--- src/rtl/pis_pkg.sv ---
package pis_pkg;
  typedef enum logic [2:0] {
    S_IDLE, S_PWAIT, S_REP_GO, S_REPAIR, S_UNDO_SW, S_OFF_ELEC, S_OFF_SW
  } pis_state_e;
  localparam logic [7:0] WR_KEY     = 8'h5A;
  localparam int         INRUSH_LSB = 13;
  localparam int         INRUSH_W   = 2;
endpackage

--- src/rtl/pis_key_gate.sv ---
module pis_key_gate
  import pis_pkg::*;
#(
  parameter int DW = 32
) (
  input  logic          we_i,
  input  logic [DW-1:0] wdata_i,
  output logic          on_o,
  output logic          off_o
);
  logic key_ok;
  assign key_ok = we_i && (wdata_i[DW-1 -: 8] == WR_KEY);
  assign on_o   = key_ok && wdata_i[0];
  assign off_o  = key_ok && wdata_i[1];
endmodule

--- src/rtl/pis_wait_timer.sv ---
module pis_wait_timer #(
  parameter int CW = 8
) (
  input  logic          clk_i,
  input  logic          rst_ni,
  input  logic          restart_i,
  input  logic [CW-1:0] last_i,
  output logic          hit_o
);
  logic [CW-1:0] cnt_q;
  assign hit_o = (cnt_q == last_i);
  always_ff @(posedge clk_i or negedge rst_ni) begin
    if (!rst_ni)        cnt_q <= '0;
    else if (restart_i) cnt_q <= '0;
    else if (!hit_o)    cnt_q <= cnt_q + 1'b1;
  end
endmodule

--- src/rtl/pis_seq_fsm.sv ---
module pis_seq_fsm
  import pis_pkg::*;
#(
  parameter int PG_WAIT  = 150,
  parameter int REP_WAIT = 50,
  parameter int CW       = 8
) (
  input  logic                clk_i,
  input  logic                rst_ni,
  input  logic                on_i,
  input  logic                off_i,
  input  logic                pg_i,
  input  logic                rdone_i,
  input  logic                hit_i,
  output logic                restart_o,
  output logic [CW-1:0]       last_o,
  output logic                sw_o,
  output logic [INRUSH_W-1:0] lvl_o,
  output logic                elec_o,
  output logic                func_o,
  output logic                rep_o,
  output logic                busy_o,
  output logic                done_o,
  output logic                err_o
);
  localparam logic [INRUSH_W-1:0] LVL_TOP = '1;

  pis_state_e state_q;

  assign busy_o    = (state_q != S_IDLE);
  assign restart_o = !(state_q inside {S_PWAIT, S_REPAIR}) || (state_q == S_PWAIT && hit_i);
  assign last_o    = (state_q == S_REPAIR) ? CW'(REP_WAIT - 1) : CW'(PG_WAIT - 1);

  always_ff @(posedge clk_i or negedge rst_ni) begin
    if (!rst_ni) begin
      state_q <= S_IDLE;
      sw_o    <= 1'b0;
      lvl_o   <= '0;
      elec_o  <= 1'b0;
      func_o  <= 1'b0;
      rep_o   <= 1'b0;
      done_o  <= 1'b0;
      err_o   <= 1'b0;
    end else begin
      done_o <= 1'b0;
      unique case (state_q)
        S_IDLE: begin
          if (on_i) begin
            err_o <= 1'b0;
            if (sw_o) done_o <= 1'b1;   // already up: no change
            else begin
              sw_o    <= 1'b1;
              lvl_o   <= '0;
              state_q <= S_PWAIT;
            end
          end else if (off_i) begin
            err_o   <= 1'b0;
            func_o  <= 1'b0;
            state_q <= S_OFF_ELEC;
          end
        end
        S_PWAIT: begin
          if (pg_i) begin
            elec_o  <= 1'b1;
            state_q <= S_REP_GO;
          end else if (hit_i) begin
            if (lvl_o == LVL_TOP) begin
              sw_o    <= 1'b0;
              lvl_o   <= '0;
              err_o   <= 1'b1;
              done_o  <= 1'b1;
              state_q <= S_IDLE;
            end else begin
              lvl_o <= lvl_o + 1'b1;
            end
          end
        end
        S_REP_GO: begin
          rep_o   <= 1'b1;
          state_q <= S_REPAIR;
        end
        S_REPAIR: begin
          if (rdone_i) begin
            rep_o   <= 1'b0;
            func_o  <= 1'b1;
            done_o  <= 1'b1;
            state_q <= S_IDLE;
          end else if (hit_i) begin
            rep_o   <= 1'b0;
            elec_o  <= 1'b0;
            state_q <= S_UNDO_SW;
          end
        end
        S_UNDO_SW: begin
          sw_o    <= 1'b0;
          lvl_o   <= '0;
          err_o   <= 1'b1;
          done_o  <= 1'b1;
          state_q <= S_IDLE;
        end
        S_OFF_ELEC: begin
          elec_o  <= 1'b0;
          state_q <= S_OFF_SW;
        end
        S_OFF_SW: begin
          sw_o    <= 1'b0;
          lvl_o   <= '0;
          done_o  <= 1'b1;
          state_q <= S_IDLE;
        end
        default: state_q <= S_IDLE;
      endcase
    end
  end
endmodule

--- src/rtl/pwr_island_seq.sv ---
module pwr_island_seq
  import pis_pkg::*;
#(
  parameter int PG_WAIT  = 150,
  parameter int REP_WAIT = 50
) (
  input  logic        clk_i,
  input  logic        rst_ni,
  input  logic        on_req_i,
  input  logic        off_req_i,
  input  logic        pwr_good_i,
  input  logic        repair_done_i,
  input  logic        reg_we_i,
  input  logic [31:0] reg_wdata_i,
  output logic [31:0] reg_rdata_o,
  output logic        sw_en_o,
  output logic [1:0]  inrush_o,
  output logic        elec_rel_o,
  output logic        func_rel_o,
  output logic        repair_start_o,
  output logic        busy_o,
  output logic        done_o,
  output logic        err_o
);
  localparam int MAXW = (PG_WAIT > REP_WAIT) ? PG_WAIT : REP_WAIT;
  localparam int CW   = $clog2(MAXW + 1);

  logic          wr_on, wr_off, hit, restart;
  logic [CW-1:0] last;

  pis_key_gate #(.DW(32)) i_key (
    .we_i(reg_we_i), .wdata_i(reg_wdata_i), .on_o(wr_on), .off_o(wr_off)
  );

  pis_wait_timer #(.CW(CW)) i_tmr (
    .clk_i, .rst_ni, .restart_i(restart), .last_i(last), .hit_o(hit)
  );

  pis_seq_fsm #(.PG_WAIT(PG_WAIT), .REP_WAIT(REP_WAIT), .CW(CW)) i_fsm (
    .clk_i, .rst_ni,
    .on_i(on_req_i | wr_on), .off_i(off_req_i | wr_off),
    .pg_i(pwr_good_i), .rdone_i(repair_done_i),
    .hit_i(hit), .restart_o(restart), .last_o(last),
    .sw_o(sw_en_o), .lvl_o(inrush_o), .elec_o(elec_rel_o), .func_o(func_rel_o),
    .rep_o(repair_start_o), .busy_o(busy_o), .done_o(done_o), .err_o(err_o)
  );

  always_comb begin
    reg_rdata_o    = '0;
    reg_rdata_o[0] = sw_en_o;
    reg_rdata_o[1] = pwr_good_i;
    reg_rdata_o[2] = elec_rel_o;
    reg_rdata_o[3] = repair_start_o;
    reg_rdata_o[4] = repair_done_i;
    reg_rdata_o[5] = func_rel_o;
    reg_rdata_o[6] = busy_o;
    reg_rdata_o[7] = err_o;
    reg_rdata_o[INRUSH_LSB +: INRUSH_W] = inrush_o;
  end
endmodule

--- config.mk ---
export PLATFORM = sky130hd
export DESIGN_NAME = pwr_island_seq
export DESIGN_NICKNAME = d
export VERILOG_FILES = /design/src/rtl/pis_pkg.sv /design/src/rtl/pis_key_gate.sv /design/src/rtl/pis_wait_timer.sv /design/src/rtl/pis_seq_fsm.sv /design/src/rtl/pwr_island_seq.sv
export SDC_FILE = /design/constraint.sdc
export NUM_CORES = 1
export LEC_CHECK = 0
export ABC_AREA = 1
export ABC_CLOCK_PERIOD_IN_PS = 1800
export BUFFER_PORTS_ARGS = -buffer_cell sky130_fd_sc_hd__buf_4
export CELL_PAD_IN_SITES_DETAIL_PLACEMENT = 0
export CELL_PAD_IN_SITES_GLOBAL_PLACEMENT = 1
export CORE_UTILIZATION = 30
export DETAILED_ROUTE_END_ITERATION = 12
export GPL_TIMING_DRIVEN = 0
export PLACE_DENSITY_LB_ADDON = 0.3
export RECOVER_POWER = 25
export SLEW_MARGIN = 10
export SYNTH_ARGS = -nofsm -noshare
export SYNTH_HDL_FRONTEND = slang
export SYNTH_SLANG_ARGS = --single-unit
--- constraint.sdc ---
create_clock -name clk_i -period 1.8 [get_ports clk_i]
set_input_delay 0.27 -clock clk_i [delete_from_list [all_inputs] [get_ports clk_i]]
set_output_delay 0.27 -clock clk_i [all_outputs]
set_load 0.1 [all_outputs]
==> impl_metrics.csv <==
group,metric,value,unit
setup_path,ff2ff_path_depth,9,
clock_tree,clock_latency,0.25,ns
routing,drt-initial-drc-count,91,
setup_path,crit_fanout,5,
yosys,synth_mux_area_frac,0,
sta,grt_setup_unrepaired,"no",
global_routing,grt_remaining_overflow,0,
setup_path,worstPathArrival,1.42,ns
clock_tree,post_cts_buffers,0,
setup_path,crit_top_cell,"buf_4",
setup_path,endpoint,"reg_rdata_o[6]",
final_layout,drive_gt1_frac,0.3397,
setup_path,path_delay_family,"buffers and inverters",
sta,timing.final.ws_setup,0.1123,ns
sta,slew_headroom,0.2900,
setup_path,crit_path_end_kind,"output pin",
clock_tree,clockRootBuffer,"clkbuf_8",
sta,holdWs,0.2799,ns
power,p_per_area,1955,nW/um2
die,rows,24,
setup_path,crit_type,"register to output pin",
clock_tree,cts_tree,"done",
flow_run,maxCapViolCount,0,
setup_path,max_stage_delay,0.47,ns
power,ir_worst_vdd,0.001507,V
routing,finalWirelength,3.000,mm
final_layout,area_growth,32.58,%
placed_design,dpl_cell_area,1856,um2
yosys,synth_adder_area_share,0.02600,
yosys,synth_compound_area_frac,0.09965,
yosys,synth_area,1444,um2
setup_path,critPathSlowestCell,"dfrtp_1",
global_routing,grt_start_max_net_pins,20,
die,ios,80,
yosys,synth-simple-area-share,0.3007,
setup_path,reg2reg_slack,0.21,ns
routing,num_vias,1300,
clock_tree,ctsLongestPathBuffers,2,
setup_path,required,1.53,ns
setup_path,critical_path_buf_inv_count,3,
outcome,violations,"DRC",
placed_design,place_hpwl,2.435,mm
sta,fin_tns_setup,0,ns
final_layout,multi_input_area,708.2,um2
yosys,synth_seq_area_share,0.3293,
final_layout,final_nets,305,
die,fp.dieW,71.38,um
routing,vias_per_cell,4.140,
sta,fin_crit_sh,0.9376,
routing,drc,2,
sta,clock.fmax,592.5,MHz
yosys,synth_seq_cells,19,
die,die_y,71.38,um
yosys,avgSynthCellArea,7.184,um2
placed_design,gp_congestion,0.8046,
outcome,outcome,"complete, but fails checks",
yosys,synthCells,201,
final_layout,n_fill_cell,476,
routing,wl_per_cell,9.554,um
placed_design,post-place-ws,0.2017,ns
yosys,synthXorXnorAreaFrac,0,
final_layout,antenna_cells,0,
routing,ant_nets,0,
final_layout,finalCoreUtilization,0.4279,
final_layout,seqCellArea,478.0,um2
yosys,ys_types,25,
global_routing,grt_pass1_wl,5.333,mm
final_layout,final_area,1914,um2
sta,slew_viol_final,0,
routing,first_pass_iters,8,
die,dieArea,5094,um2
setup_path,crit_chain,"inv_1 > nand2_2 > buf_4 > buf_4",
setup_path,r2r_end,"i_fsm.elec_o",
sta,fin_skew,0.003970,ns
die,start_util,0.3227,
die,coreArea,4474,um2
clock_tree,cts-htree-levels,1,
clock_tree,cts.clk_slew.worst_paths,0.07,ns
sta,setup_violations,0,
sta,period_needed,1.688,ns
yosys,yosys_warnings,0,
global_routing,grt_use_total,0.1283,
hold_path,whs_path_depth,3,
sta,tightest_slew,1.065,ns
placed_design,portBuffers,35,
setup_path,critPathLaunchType,"register",
clock_tree,clock_sink_count,19,
clock_tree,numCtsBuffers,3,
setup_path,crit_cells,4,
power,p_leak,0.001069,uW
global_routing,grt_pass1_vias,1203,
global_routing,antenna_found_initial,0,
hold_path,min_path_type,"input pin to register",
setup_path,critPathLaunch,"i_fsm.state_q[1]",
yosys,synth_top_family_by_area,"simple AND/OR/NAND/NOR gates",
setup_path,worstReg2RegStart,"i_fsm.state_q[2]",
sta,hold_violations,0,
how the worst min path moves through the flow:
stage,from,to,slack [ns]
2_1_floorplan,rst_ni,i_fsm.done_o,-0.03
3_3_place_gp,rst_ni,i_fsm.rep_o,0.17
3_5_place_dp,rst_ni,i_fsm.elec_o,0.17
4_1_cts,repair_done_i,i_fsm.func_o,0.28
5_1_grt,repair_done_i,i_fsm.func_o,0.32
6_report,repair_done_i,i_fsm.func_o,0.28
logic make-up after synthesis:
kind of cell,Yosys count
buffers and inverters,60
AND/OR/NAND/NOR,92
adder cells (fa/ha/maj),3
other,1
flip-flops,19
AO/OA/AOI/OAI,26
registers in the layout, indices dropped and copies added, names as in the netlist:
name,flops
i_fsm.done_o,1
i_fsm.elec_o,1
i_fsm.state_q,3
i_fsm.rep_o,1
i_tmr.cnt_q,8
i_fsm.err_o,1
i_fsm.sw_o,1
i_fsm.func_o,1
i_fsm.lvl_o,2
power breakdown:
group / internal (uW) / switching (uW) / leakage, uW
clock network: 157 / 144 / 0.0000228
logic: 650 / 2100 / 0.000799
registers: 560 / 131 / 0.000247
total: 1370 / 2370 / 0.00107
layout make-up:
cell class                 instances  area share
buffer                            33      0.1294
clock buffer                       4     0.02353
inverter                          27     0.05294
multi-input combinational        143      0.3699
sequential                        19      0.2497
tap                               52     0.03399
timing repair buffer              36      0.1405
Yosys cell counts (all sizes together):
cell     n  area, um2
conb     1      3.750
o21bai   1      7.510
ha       3      37.54
nand3   14      87.59
dfrtp   19      475.5
nor3     8      50.05
o21ai   17      92.59
nor3b    1      7.510
buf     33      247.7
nor2    23      96.35
a21oi    7      35.03
or2      1      6.260
o32ai    1      8.760
nand4    4      25.02
nand2   41      161.4
inv     27      101.3
placed cells by master (no fill, tap or decap), types with 3 or more instances in the layout:
master,instances
a21oi_1,7
dfrtp_1,17
nand4_1,4
nand3_1,12
inv_2,4
ha_1,3
buf_4,67
nor3_1,6
nor2_1,21
inv_1,23
nand2_1,37
clkbuf_8,3
o21ai_0,13
conb_1,22
nand2_2,4
stage by stage:
step                      total power [uW]  instances
after floorplan                       2968        222
after global placement                3455        309
after detailed placement              3461        309
after CTS                             3777        314
after global routing                  3996        314
final                                 3742        314
repair_timing:
| item | CTS | global route |
|---|---|---|
| hold buffers | 1 | 0 |
| endpoints found under the hold margin | 19 | 0 |
| gates resized for setup | 0 | 1 |
| setup endpoints to repair | 0 | 3 |
worst reg2reg max path: cells and delay by family (launching register included):
family / cells / cell delay (ns)
AND/OR/NAND/NOR: 4 / 0.37
AO/OA/AOI/OAI: 2 / 0.32
buffers and inverters: 3 / 0.42
flip-flops: 1 / 0.36
layer usage:
layer / wire length [um] / track usage
met1: 1474 / 0.1766
met2: 1325 / 0.2148
met3: 182 / 0.02250
met4: 17 / 0.02000
met5: 0 / 0
(Power assumes the default switching activity.)
